<file path="src/rtl/cpage_pkg.sv">
package cpage_pkg;
  localparam int PAGE_W    = 3;
  localparam int LEN_W     = 4;
  localparam int STK_DEPTH = 4;
  localparam int DEPTH_W   = $clog2(STK_DEPTH + 1);
  localparam int IDX_W     = $clog2(STK_DEPTH);
  localparam int ENTRY_W   = PAGE_W + LEN_W;
  localparam int CTX_W     = STK_DEPTH * ENTRY_W + DEPTH_W;
  localparam logic [LEN_W-1:0] PERM_LEN = '1;

  typedef struct packed {
    logic [PAGE_W-1:0] page;
    logic [LEN_W-1:0]  len;
  } entry_t;

  typedef enum logic [2:0] {
    OP_HOLD, OP_CLEAR, OP_LOAD, OP_POP, OP_PUSH, OP_DEC
  } op_e;
endpackage

</file>
<file path="src/rtl/cpage_ctrl.sv">
module cpage_ctrl
  import cpage_pkg::*;
(
  input  logic               clk,
  input  logic               rst_n,
  input  logic               def_i,
  input  logic               ld_i,
  input  logic               brn_i,
  input  logic               pop_i,
  input  logic               sel_i,
  input  logic [LEN_W-1:0]   sel_len_i,
  input  logic               ret_i,
  input  logic [LEN_W-1:0]   top_len_i,
  input  logic [DEPTH_W-1:0] ld_depth_i,
  output op_e                op_o,
  output logic [DEPTH_W-1:0] depth_o,
  output logic               ovf_o
);
  localparam logic [DEPTH_W-1:0] FULL = DEPTH_W'(STK_DEPTH);
  localparam logic [LEN_W-1:0]   ONE  = LEN_W'(1);

  logic [DEPTH_W-1:0] depth_q, depth_d;
  logic               ovf_q, ovf_set;
  logic               empty, full;
  op_e                op;

  assign empty = (depth_q == '0);
  assign full  = (depth_q == FULL);

  // fixed priority: clear, load, unwind, push, countdown
  always_comb begin
    op      = OP_HOLD;
    ovf_set = 1'b0;
    if (def_i)                op = OP_CLEAR;
    else if (ld_i)            op = OP_LOAD;
    else if (brn_i || pop_i) begin
      if (!empty)             op = OP_POP;
    end
    else if (sel_i) begin
      if (sel_len_i != '0) begin
        if (full)             ovf_set = 1'b1;
        else                  op = OP_PUSH;
      end
    end
    else if (ret_i && !empty && top_len_i != PERM_LEN) begin
      op = (top_len_i == ONE) ? OP_POP : OP_DEC;
    end
  end

  always_comb begin
    unique case (op)
      OP_CLEAR: depth_d = '0;
      OP_LOAD:  depth_d = ld_depth_i;
      OP_POP:   depth_d = depth_q - DEPTH_W'(1);
      OP_PUSH:  depth_d = depth_q + DEPTH_W'(1);
      default:  depth_d = depth_q;
    endcase
  end

  always_ff @(posedge clk or negedge rst_n) begin
    if (!rst_n) begin
      depth_q <= '0;
      ovf_q   <= 1'b0;
    end else begin
      depth_q <= depth_d;
      ovf_q   <= ovf_set;
    end
  end

  assign op_o    = op;
  assign depth_o = depth_q;
  assign ovf_o   = ovf_q;
endmodule

</file>
<file path="src/rtl/cpage_store.sv">
module cpage_store
  import cpage_pkg::*;
(
  input  logic                       clk,
  input  logic                       rst_n,
  input  op_e                        op_i,
  input  logic [DEPTH_W-1:0]         depth_i,
  input  entry_t                     push_i,
  input  entry_t [STK_DEPTH-1:0]     load_i,
  output entry_t [STK_DEPTH-1:0]     slots_o
);
  entry_t [STK_DEPTH-1:0] slot_q;

  for (genvar k = 0; k < STK_DEPTH; k++) begin : g_slot
    logic is_top, is_next;
    assign is_top  = (depth_i == DEPTH_W'(k + 1));
    assign is_next = (depth_i == DEPTH_W'(k));

    always_ff @(posedge clk or negedge rst_n) begin
      if (!rst_n) begin
        slot_q[k] <= '0;
      end else begin
        unique case (op_i)
          OP_CLEAR: slot_q[k] <= '0;
          OP_LOAD:  slot_q[k] <= load_i[k];
          OP_POP:   if (is_top)  slot_q[k] <= '0;
          OP_PUSH:  if (is_next) slot_q[k] <= push_i;
          OP_DEC:   if (is_top)  slot_q[k].len <= slot_q[k].len - LEN_W'(1);
          default:  ;
        endcase
      end
    end
  end

  assign slots_o = slot_q;
endmodule

</file>
<file path="src/rtl/cpage_ctx.sv">
module cpage_ctx
  import cpage_pkg::*;
(
  input  entry_t [STK_DEPTH-1:0] slots_i,
  input  logic [DEPTH_W-1:0]     depth_i,
  input  logic [CTX_W-1:0]       ctx_i,
  output logic [CTX_W-1:0]       ctx_o,
  output entry_t [STK_DEPTH-1:0] ld_slots_o,
  output logic [DEPTH_W-1:0]     ld_depth_o
);
  localparam logic [DEPTH_W-1:0] FULL = DEPTH_W'(STK_DEPTH);

  logic [DEPTH_W-1:0] raw_depth;
  assign raw_depth  = ctx_i[CTX_W-1 -: DEPTH_W];
  assign ld_depth_o = (raw_depth > FULL) ? FULL : raw_depth;

  assign ctx_o[CTX_W-1 -: DEPTH_W] = depth_i;

  for (genvar k = 0; k < STK_DEPTH; k++) begin : g_pack
    assign ctx_o[k*ENTRY_W +: ENTRY_W] = slots_i[k];
    assign ld_slots_o[k] = (DEPTH_W'(k) < ld_depth_o) ? entry_t'(ctx_i[k*ENTRY_W +: ENTRY_W])
                                                      : entry_t'('0);
  end
endmodule

</file>
<file path="src/rtl/cpage_stack.sv">
module cpage_stack
  import cpage_pkg::*;
(
  input  logic               clk,
  input  logic               rst_n,
  input  logic               def_i,
  input  logic               ld_i,
  input  logic [CTX_W-1:0]   ld_ctx_i,
  input  logic               brn_i,
  input  logic               pop_i,
  input  logic               sel_i,
  input  logic [PAGE_W-1:0]  sel_page_i,
  input  logic [LEN_W-1:0]   sel_len_i,
  input  logic               ret_i,
  output logic [PAGE_W-1:0]  page_o,
  output logic [LEN_W-1:0]   len_o,
  output logic [DEPTH_W-1:0] depth_o,
  output logic               active_o,
  output logic               ovf_o,
  output logic [CTX_W-1:0]   ctx_o
);
  op_e                    op;
  logic [DEPTH_W-1:0]     depth;
  logic [DEPTH_W-1:0]     ld_depth;
  entry_t [STK_DEPTH-1:0] slots, ld_slots;
  entry_t                 top, push_ent;
  logic [DEPTH_W-1:0]     top_idx;

  assign push_ent = '{page: sel_page_i, len: sel_len_i};
  assign top_idx  = depth - DEPTH_W'(1);
  assign top      = (depth == '0) ? entry_t'('0) : slots[top_idx[IDX_W-1:0]];

  cpage_ctrl u_ctrl (
    .clk        (clk),
    .rst_n      (rst_n),
    .def_i      (def_i),
    .ld_i       (ld_i),
    .brn_i      (brn_i),
    .pop_i      (pop_i),
    .sel_i      (sel_i),
    .sel_len_i  (sel_len_i),
    .ret_i      (ret_i),
    .top_len_i  (top.len),
    .ld_depth_i (ld_depth),
    .op_o       (op),
    .depth_o    (depth),
    .ovf_o      (ovf_o)
  );

  cpage_store u_store (
    .clk     (clk),
    .rst_n   (rst_n),
    .op_i    (op),
    .depth_i (depth),
    .push_i  (push_ent),
    .load_i  (ld_slots),
    .slots_o (slots)
  );

  cpage_ctx u_ctx (
    .slots_i    (slots),
    .depth_i    (depth),
    .ctx_i      (ld_ctx_i),
    .ctx_o      (ctx_o),
    .ld_slots_o (ld_slots),
    .ld_depth_o (ld_depth)
  );

  assign page_o   = top.page;
  assign len_o    = top.len;
  assign depth_o  = depth;
  assign active_o = (depth != '0);
endmodule

</file>
<file path="config.mk">
export PLATFORM = sky130hd
export DESIGN_NAME = cpage_stack
export DESIGN_NICKNAME = d
export VERILOG_FILES = /design/src/rtl/cpage_pkg.sv /design/src/rtl/cpage_ctrl.sv /design/src/rtl/cpage_store.sv /design/src/rtl/cpage_ctx.sv /design/src/rtl/cpage_stack.sv
export SDC_FILE = /design/constraint.sdc
export NUM_CORES = 1
export LEC_CHECK = 0
export BUFFER_PORTS_ARGS = -buffer_cell sky130_fd_sc_hd__buf_2
export CAP_MARGIN = 20
export CORE_UTILIZATION = 44
export CTS_CLUSTER_SIZE = 28
export DETAILED_ROUTE_END_ITERATION = 8
export MAX_ROUTING_LAYER = met4
export PLACE_DENSITY = 0.74
export SKIP_CTS_REPAIR_TIMING = 1
export SYNTH_ARGS = -nofsm -noshare
export SYNTH_HDL_FRONTEND = slang
export SYNTH_SLANG_ARGS = --single-unit
export TNS_END_PERCENT = 5
</file>
<file path="constraint.sdc">
create_clock -name clk -period 2.55 [get_ports clk]
set_input_delay 0.1275 -clock clk [delete_from_list [all_inputs] [get_ports clk]]
set_output_delay 0.1275 -clock clk [all_outputs]
set_load 0.05 [all_outputs]
</file>
# [Word level (Yosys, flattened, before mapping)]
# Index checks and enable logic that the tools add are counted.
[word_totals] regBits=32 input_bits=46 wordCells=106
[classes] mux=44 n_addsub=6 reduce_logical=17 eq_ne=23 n_lt_le_gt_ge=6
[ops] op="$mux 7" count=14
[ops] op="$pmux 4 s5" count=4
[ops] op="$pmux 3 s4" count=5
[ops] op="$mux 3" count=9
[ops] op="$ne 2x1->1 const B" count=11
[ops] op="$mux 4" count=4
[ops] op="$reduce_and 4->1" count=4
[ops] op="$sub 4x1->4 const B" count=4
[ops] op="$bmux 7 s2" count=1
[ops] op="$eq 3x2->1 const B" count=4
[ops] op="$reduce_and 3->1" count=4
[ops] op="$eq 3x3->1 const B" count=3
[ops] op="$reduce_bool 4->1" count=2
[ops] op="$eq 3x1->1 const B" count=2
[ops] op="$lt 1x3->1 const A" count=2
[ops] op="$lt 2x3->1 const A" count=2
[ops] op="$mux 1" count=6
[ops] op="$reduce_bool 5->1" count=1
[ops] op="$eq 4x1->1 const B" count=1
[ops] op="$ne 4x4->1 const B" count=1
[ops] op="$add 3x1->3 const B" count=1
[ops] op="$gt 3x3->1 const B" count=1
[ops] op="$logic_not 3->1" count=1
[ops] op="$lt 2x3->1 const B" count=1
[ops] op="7 further kinds" count=8

# [Depth between registers and ports, before layout]
# Gate-level depths: netlist of run 1.
[logic_depth] ltp_word=14 mapped_depth=11 depth_no_buf=9

# [Modules after synthesis]
# Synthesis of run 1 repeated with hierarchy kept, for this count alone.
[unflattened] hier_cells=346 area_unflattened_um2=3155.5
[by_module_without_submodules] module="cpage_store" cells_each=209 n_inst=1 area_each_um2=2013.2 seq_area_each_um2=700.7
[by_module_without_submodules] module="cpage_ctx" cells_each=66 n_inst=1 area_each_um2=467.9 seq_area_each_um2=0.0
[by_module_without_submodules] module="cpage_ctrl" cells_each=51 n_inst=1 area_each_um2=431.7 seq_area_each_um2=100.1
[by_module_without_submodules] module="cpage_stack" cells_each=20 n_inst=1 area_each_um2=242.7 seq_area_each_um2=0.0

# [Worst setup path before layout of run 1]
# OpenSTA, ideal clock, no wires.
[synth_timing] path_kind="register -> register" from="register u_ctrl.depth_q[0], in the netlist u_ctrl.depth_o[0]" to="register u_store.slot_q (netlist bit u_store.slots_o[2])" period_less_slack_ns=3.033 required_ns=2.470 setup_time_ns=0.080 path_stages_with_launch=11 slack_ns=-0.483 n_path_buf=2 arrival_ns=2.953 path_cell_list="dfrtp_1 > buf_6 > inv_1 > ha_1 > nor2b_1 > inv_1 > clkbuf_1 > o21bai_1 > a31oi_1 > o21bai_1 > o2bb2ai_1"
[synth_via] elab_chain_cells=14
[synth_lines] element="start, declared" line="cpage_ctrl.sv:22" text="logic [DEPTH_W-1:0] depth_q, depth_d;"
[synth_lines] element="start signal, assigned" line="cpage_ctrl.sv:65" text="depth_q <= depth_d;"
[synth_lines] element="$sub 3x1->3"
[synth_lines] element="$bmux 7 s2" line="cpage_stack.sv:31" text="assign top = (depth == '0) ? entry_t'('0) : slots[top_idx[IDX_W-1:0]];"
[synth_lines] element="$mux 7 (not written as such)" line="cpage_stack.sv:31"
[synth_lines] element="$mux 7" line="cpage_stack.sv:31"
[synth_lines] element="$eq 4x1->1 or $ne 4x4->1 (tied branches)" line="cpage_ctrl.sv:46, cpage_ctrl.sv:45"
[synth_lines] element="$mux 3 or $logic_and 1x1->1 (tied branches)" line="cpage_ctrl.sv:46, cpage_ctrl.sv:45"
[synth_lines] element="$mux 3" line="cpage_ctrl.sv:45" text="else if (ret_i && !empty && top_len_i != PERM_LEN) begin"
[synth_lines] element="$mux 3" line="cpage_ctrl.sv:39" text="else if (sel_i) begin"
[synth_lines] element="$mux 3" line="cpage_ctrl.sv:36" text="else if (brn_i || pop_i) begin"
[synth_lines] element="$mux 3" line="cpage_ctrl.sv:35" text="else if (ld_i) op = OP_LOAD;"
[synth_lines] element="$mux 3" line="cpage_ctrl.sv:34" text="if (def_i) op = OP_CLEAR;"
[synth_lines] element="$eq 3x1->1 (tied with other cells)" line="cpage_store.sv:23" text="unique case (op_i)"
[synth_lines] element="$reduce_bool 5->1 (no line) or $ne 2x1->1 (tied branches)"
[synth_lines] element="$reduce_and 4->1 (no line)"
[synth_lines] element="end signal, assigned by index" line="cpage_store.sv:25" text="OP_LOAD: slot_q[k] <= load_i[k];"
[synth_lines] element="end signal, assigned by index" line="cpage_store.sv:27" text="OP_PUSH: if (is_next) slot_q[k] <= push_i;"
[synth_lines] element="end, declared" line="cpage_store.sv:12" text="entry_t [STK_DEPTH-1:0] slot_q;"
# Several ways; a longest one is shown, not always the timed one. The select of a mux whose other input is x is not followed.
# A chain may end at the register's enable or synchronous reset.

# [Final worst setup path of run 1]
[layout_timing] from="register u_ctrl.depth_q[0], in the netlist u_ctrl.depth_o[0]" to="register u_store.slot_q (netlist bit u_store.slots_o[0])"
# Same word-level chain as after synthesis.

==> impl_metrics.tcl, run 1 <==
set metrics [dict create \
    cap_violations 0 \
    p_int_uw 1360 \
    crit_slowest_cell "mux4_2" \
    ant_nets 0 \
    clock_path_buffers 2 \
    grt.total_usage 0.274 \
    reg2reg_setup_slack_ns -0.01 \
    finalClockSkew_ns 0.00650 \
    cp_data_required_time_ns 2.70 \
    finalInstanceArea_um2 3260 \
    maxSlewViolCount 0 \
    r2r_start "u_ctrl.depth_o[0]" \
    hold_viol_final 0 \
    yosys-top-cells-area "dfrtp_1 (32%), mux4_2 (6.3%), mux2i_1 (5.6%)" \
    yosysTopAreaCell "dfrtp_1" \
    gr-total-overflow 0 \
    cp.depth 9 \
    crit_arrival_ns 2.72 \
    seq_area_frac_synth 0.321 \
    seqPwrFrac 0.245 \
    dr.pass1.iters 9 \
    yosys.cell_count.top_type "dfrtp_1" \
    async_flop_share 1.00 \
    wl_per_cell_um 17.3 \
    setup.worst_path.start_class "register" \
    finalCritPeriodShare 1.01 \
    finalNetCount 430 \
    synth_commonest_cells "dfrtp_1 (32), inv_1 (30), nand2_1 (24), a21oi_1 (22), nor2_1 (17)" \
    htree_levels 2 \
    synthFlopType "dfrtp_1" \
    drt_iter0_drc 295 \
    routed_via_density 5.81 \
    rr_endpoint "u_store.slots_o[0]" \
    switching_share 0.494 \
    place_congestion 0.956 \
    initial_utilization 0.455 \
    max_stage_delay_ns 0.56 \
    setup_viol 2 \
    synth_area_um2 2490 \
    hold_class "in -> reg" \
    comb_power_share 0.601 \
    via_count 2596 \
    synth_warnings 0 \
    core_um2 5470 \
    cts_root_buf "clkbuf_8" \
    cp_cell_sequence "inv_6 -> ha_4 -> mux4_2 -> nor3_4 -> o21ai_2 -> nor3b_4 -> buf_12 -> a222oi_1 -> o21ai_0" \
    cp_num_buf_inv 2 \
    placed_cell_area_um2 3120 \
    synth_seq_cells 32 \
    ir_drop_mv 0.385 \
    cp-endpoint "u_store.slots_o[0]" \
    grt_max_degree 33 \
    syn_nets 331 \
    drc 1 \
    crit_path_end_kind "register" \
    grt_setup_unrepaired "yes" \
    critPathMaxFanout 15 \
    clock_power_share 0.154 \
    power_density_nw_per_um2 822 \
    grt_first_pass_wirelength_mm 12.4 \
    slew-limit-headroom 0.494 \
    criticalPathCategory "reg -> reg" \
    leakage_uw 0.00158 \
    synth_top_area_share 0.321 \
    synth-edff-count 0 \
    cts_tree "done" \
    cp_top_family "multiplexers" \
    rows 27 \
    netlist-cell-type-count 53 \
    worst_pin_slew_ns 0.759 \
    violations "DRC, setup timing" \
    clk_latency_ns 0.29 \
    numCtsBuffers 5 \
    p_switching_uw 1320 \
    area_delta_synth_final_pct 30.8 \
    fin_cells 447 \
    ios 89 \
    clk_pin_slew_ns 0.07 \
    cts_sinks 32 \
    finalWirelength_mm 7.75 \
    status "finished, violations left" \
    die_h_um 77.3 \
    die_w_um 77.3 \
    diodes 0 \
    synthCells 275 \
    dp_cells 436 \
    reg2regPathDepth 9 \
    die_area_um2 5970 \
    p_total_uw 2680 \
    fin_tns_setup_ns -0.0144 \
    layout_min_cycle_time_ns 2.56 \
    crit_path_start "u_ctrl.depth_o[0]" \
    portBuffers 88 \
    avgSynthCellArea_um2 9.06 \
    drive_gt1_frac 0.379 \
    hpwl_mm 5.88 \
    grt_antenna_before_repair 0 \
    fmax_mhz 390 \
    grt_pass1_vias 2403 \
    worst_slack_ns -0.0134 \
]
worst min-delay path by stage:
stage / start / depth (start not counted) / to
2_1_floorplan: rst_n / 0 / u_ctrl.depth_o[0]
3_3_place_gp: rst_n / 1 / u_store.slots_o[23]
3_5_place_dp: rst_n / 1 / u_store.slots_o[22]
4_1_cts: rst_n / 1 / u_store.slots_o[22]
5_1_grt: ld_ctx_i[28] / 3 / u_ctrl.depth_o[0]
6_report: ld_ctx_i[28] / 3 / u_ctrl.depth_o[0]
tightest hold or removal path, stage by stage:
cell     delay [ns]
buf_2          0.10
nand2_1        0.06
o21ai_0        0.07
through the flow:
| stage | hold WS [ns] | utilization | worst slack, ns |
|---|---|---|---|
| 3_5_place_dp | 0.229 | 0.571 | 0.00526 |
| 2_1_floorplan | -0.168 | - | -0.102 |
| 5_1_grt | 0.125 | 0.596 | -0.105 |
| 3_3_place_gp | 0.229 | 0.571 | 0.0581 |
| 4_1_cts | -0.0787 | 0.588 | -0.0119 |
| 6_report | 0.111 | 0.596 | -0.0134 |
power by group through the flow:
stage	Combinational [uW]	Clock (uW)	Sequential [uW]
6_report	1610	413	656
5_1_grt	1710	446	664
4_1_cts	1570	414	654
3_5_place_dp	1560	0	664
3_3_place_gp	1550	0	662
2_1_floorplan	982	0	885
cell families after synthesis:
group,share of synthesized area
simple gates,0.211
flops,0.321
fa+ha+maj,0.0502
buf+inv,0.0728
compound gates,0.225
mux,0.119
sequential cells by signal, summed over array words and instances, names as in the netlist:
name and count:
u_ctrl.depth_o 3, u_store.slots_o 28, u_ctrl.ovf_o 1
metal layers:
layer | share of wire | up-vias | GRT usage
li1 | - | 1216 | -
met1 | 0.45 | 1226 | 0.376
met2 | 0.47 | 131 | 0.411
met3 | 0.055 | 23 | 0.0357
met4 | 0.029 | 0 | 0.104
met5 | 0 | - | -
layout make-up:
type	instances	area, um2
Inverter	30	118
Fill cell	490	2210
Tap cell	72	90.1
Sequential cell	32	803
Clock inverter	2	10.0
Multi-Input combinational cell	203	1600
Clock buffer	6	82.6
Timing Repair Buffer	102	561
cells in the final DEF (no fill, tap or decap), types with 6 or more instances in the layout:
| cell | count |
|---|---|
| buf_4 | 12 |
| mux4_2 | 7 |
| and2_1 | 9 |
| buf_2 | 88 |
| nor2_1 | 17 |
| o21ai_0 | 11 |
| inv_1 | 29 |
| a21oi_1 | 22 |
| nor2b_1 | 6 |
| ha_1 | 9 |
| nor3_1 | 7 |
| nand2_1 | 24 |
| dfrtp_1 | 30 |
| clkbuf_8 | 6 |
| a222oi_1 | 10 |
| mux2i_1 | 14 |
Note: power is estimated with default switching activity, not from simulation.
==> inputs of run 2 (changes only) <==
--- a/config.mk
+++ b/config.mk
@@ -11,7 +11,7 @@
 export CTS_CLUSTER_SIZE = 28
 export DETAILED_ROUTE_END_ITERATION = 8
 export MAX_ROUTING_LAYER = met4
-export PLACE_DENSITY = 0.74
+export PLACE_DENSITY = 0.71
 export SKIP_CTS_REPAIR_TIMING = 1
 export SYNTH_ARGS = -nofsm -noshare
 export SYNTH_HDL_FRONTEND = slang
==> constraint.sdc (replaced) <==
create_clock -name clk -period 2.54 [get_ports clk]
set_input_delay 0.127 -clock clk [delete_from_list [all_inputs] [get_ports clk]]
set_output_delay 0.127 -clock clk [all_outputs]
set_load 0.05 [all_outputs]
==> impl_metrics.tcl, run 2 (synthesis results as in run 1) <==
set metrics [dict create \
    clock_path_buffers 2 \
    rows 27 \
    cts_sinks 32 \
    cp_num_buf_inv 2 \
    finalInstanceArea_um2 3290 \
    place_congestion 0.975 \
    clk_latency_ns 0.30 \
    portBuffers 88 \
    drc 0 \
    finalCritPeriodShare 1.01 \
    setup.worst_path.start_class "register" \
    grt.total_usage 0.282 \
    drive_gt1_frac 0.385 \
    fin_cells 449 \
    power_density_nw_per_um2 837 \
    area_delta_synth_final_pct 32.0 \
    via_count 2644 \
    max_stage_delay_ns 0.57 \
    critPathMaxFanout 15 \
    cp_data_required_time_ns 2.72 \
    rr_endpoint "u_store.slots_o[7]" \
    dp_cells 437 \
    layout_min_cycle_time_ns 2.56 \
    slew-limit-headroom 0.482 \
    finalNetCount 432 \
    hold_path.startpoint "ld_ctx_i[28]" \
    clk_pin_slew_ns 0.08 \
    cap_violations 0 \
    fmax_mhz 391 \
    die_h_um 77.3 \
    cts_root_buf "clkbuf_8" \
    grt_max_degree 33 \
    largest_reg_flops 28 \
    die_w_um 77.3 \
    cp_cell_sequence "inv_6 -> ha_4 -> mux4_2 -> nor3_4 -> o21ai_2 -> nor3b_4 -> buf_12 -> a222oi_1 -> o21ai_1" \
    routed_via_density 5.89 \
    dr.pass1.iters 6 \
    worst_slack_ns -0.0178 \
    reg2reg_setup_slack_ns -0.02 \
    die_area_um2 5970 \
    status "finished, violations left" \
    crit_slowest_cell "mux4_2" \
    crit_arrival_ns 2.73 \
    fillers 490 \
    grt_setup_unrepaired "yes" \
    ant_nets 0 \
    hold_depth 3 \
    place_ws_ns -0.0207 \
    criticalPathCategory "reg -> reg" \
    worst_pin_slew_ns 0.774 \
    violations "setup timing" \
    hold_class "in -> reg" \
    setup_viol 2 \
    wl_per_cell_um 17.7 \
    grt_antenna_before_repair 0 \
    ir_drop_mv 0.354 \
    numCtsBuffers 5 \
    htree_levels 2 \
    grt_first_pass_wirelength_mm 12.7 \
    grt_pass1_vias 2579 \
    core_um2 5470 \
    finalWirelength_mm 7.94 \
    initial_utilization 0.455 \
    placed_cell_area_um2 3130 \
    diodes 0 \
    reg2regPathDepth 9 \
    finalClockSkew_ns 0.00752 \
    maxSlewViolCount 0 \
    layout_commonest_cell "buf_2" \
    cp_top_family "multiplexers" \
    cts_tree "done" \
    layout_common_cells "buf_2 (88), dfrtp_1 (30), inv_1 (29)" \
    drt_iter0_drc 225 \
    leakage_uw 0.00159 \
    gr-total-overflow 0 \
    ios 89 \
    min_to "u_ctrl.depth_o[0]" \
    r2r_start "u_ctrl.depth_o[0]" \
    crit_path_end_kind "register" \
    hpwl_mm 6.11 \
    hold_viol_final 0 \
]
[run 2: cell types whose count changed in the layout (fill, tap and decap cells not counted), sizes merged]
cell,previous run,this run
clkinvlp,0,2
clkinv,2,1
buf,101,103
clkbuf,6,5
[run 2: final cells by class]
| class | instances | area [um2] | share of cell area |
|---|---|---|---|
| multi-input combinational | 203 | 1600 | 0.487 |
| sequential | 32 | 803 | 0.244 |
| timing repair buffer | 104 | 583 | 0.177 |
| inverter | 30 | 118 | 0.0358 |
| tap | 72 | 90.1 | 0.0274 |
| clock buffer | 5 | 68.8 | 0.0209 |
| clock inverter | 3 | 23.8 | 0.00723 |
[run 2: worst max-delay path by stage]
stage	startpoint	end	slack, ns	cells past startpoint
2_1_floorplan	u_ctrl.depth_o[0]	u_store.slots_o[17]	-0.11	11
3_3_place_gp	u_ctrl.depth_o[1]	u_store.slots_o[16]	0.09	9
3_5_place_dp	u_ctrl.depth_o[0]	u_store.slots_o[6]	-0.02	8
4_1_cts	u_ctrl.depth_o[0]	u_store.slots_o[6]	-0.04	8
5_1_grt	u_ctrl.depth_o[0]	u_store.slots_o[7]	-0.11	9
6_report	u_ctrl.depth_o[0]	u_store.slots_o[7]	-0.02	9
[run 2: where the power goes]
part	switching, uW	internal [uW]
combinational	1080	602
sequential	77.1	577
clock	226	194
total	1380	1370
[run 2: worst reg2reg max path, delay by kind of cell (launching register included)]
kind / cells / cell delay (ns)
multiplexers: 1 / 0.58
adder cells (fa/ha/maj): 1 / 0.29
AND/OR/NAND/NOR: 2 / 0.43
buffers and inverters: 2 / 0.21
flip-flops: 1 / 0.42
AO/OA/AOI/OAI: 3 / 0.52
[run 2: routing by layer]
metal / up-vias / part of all wire / GRT usage / wire length [um]
li1: 1218 / - / - / -
met1: 1276 / 0.43 / 0.365 / 3440
met2: 132 / 0.48 / 0.429 / 3780
met3: 18 / 0.066 / 0.0548 / 524
met4: 0 / 0.024 / 0.123 / 187
met5: - / 0 / - / 0
[run 2: per-stage QoR]
stage,TNS [ns],power (uW),utilization,hold slack (ns)
after floorplan,-2.68,1870,-,-0.169
after global placement,0,2240,0.572,0.235
after detailed placement,-0.0207,2260,0.572,0.231
after CTS,-0.0471,2680,0.589,-0.0820
after global routing,-0.726,2900,0.601,0.126
final,-0.0184,2750,0.601,0.104
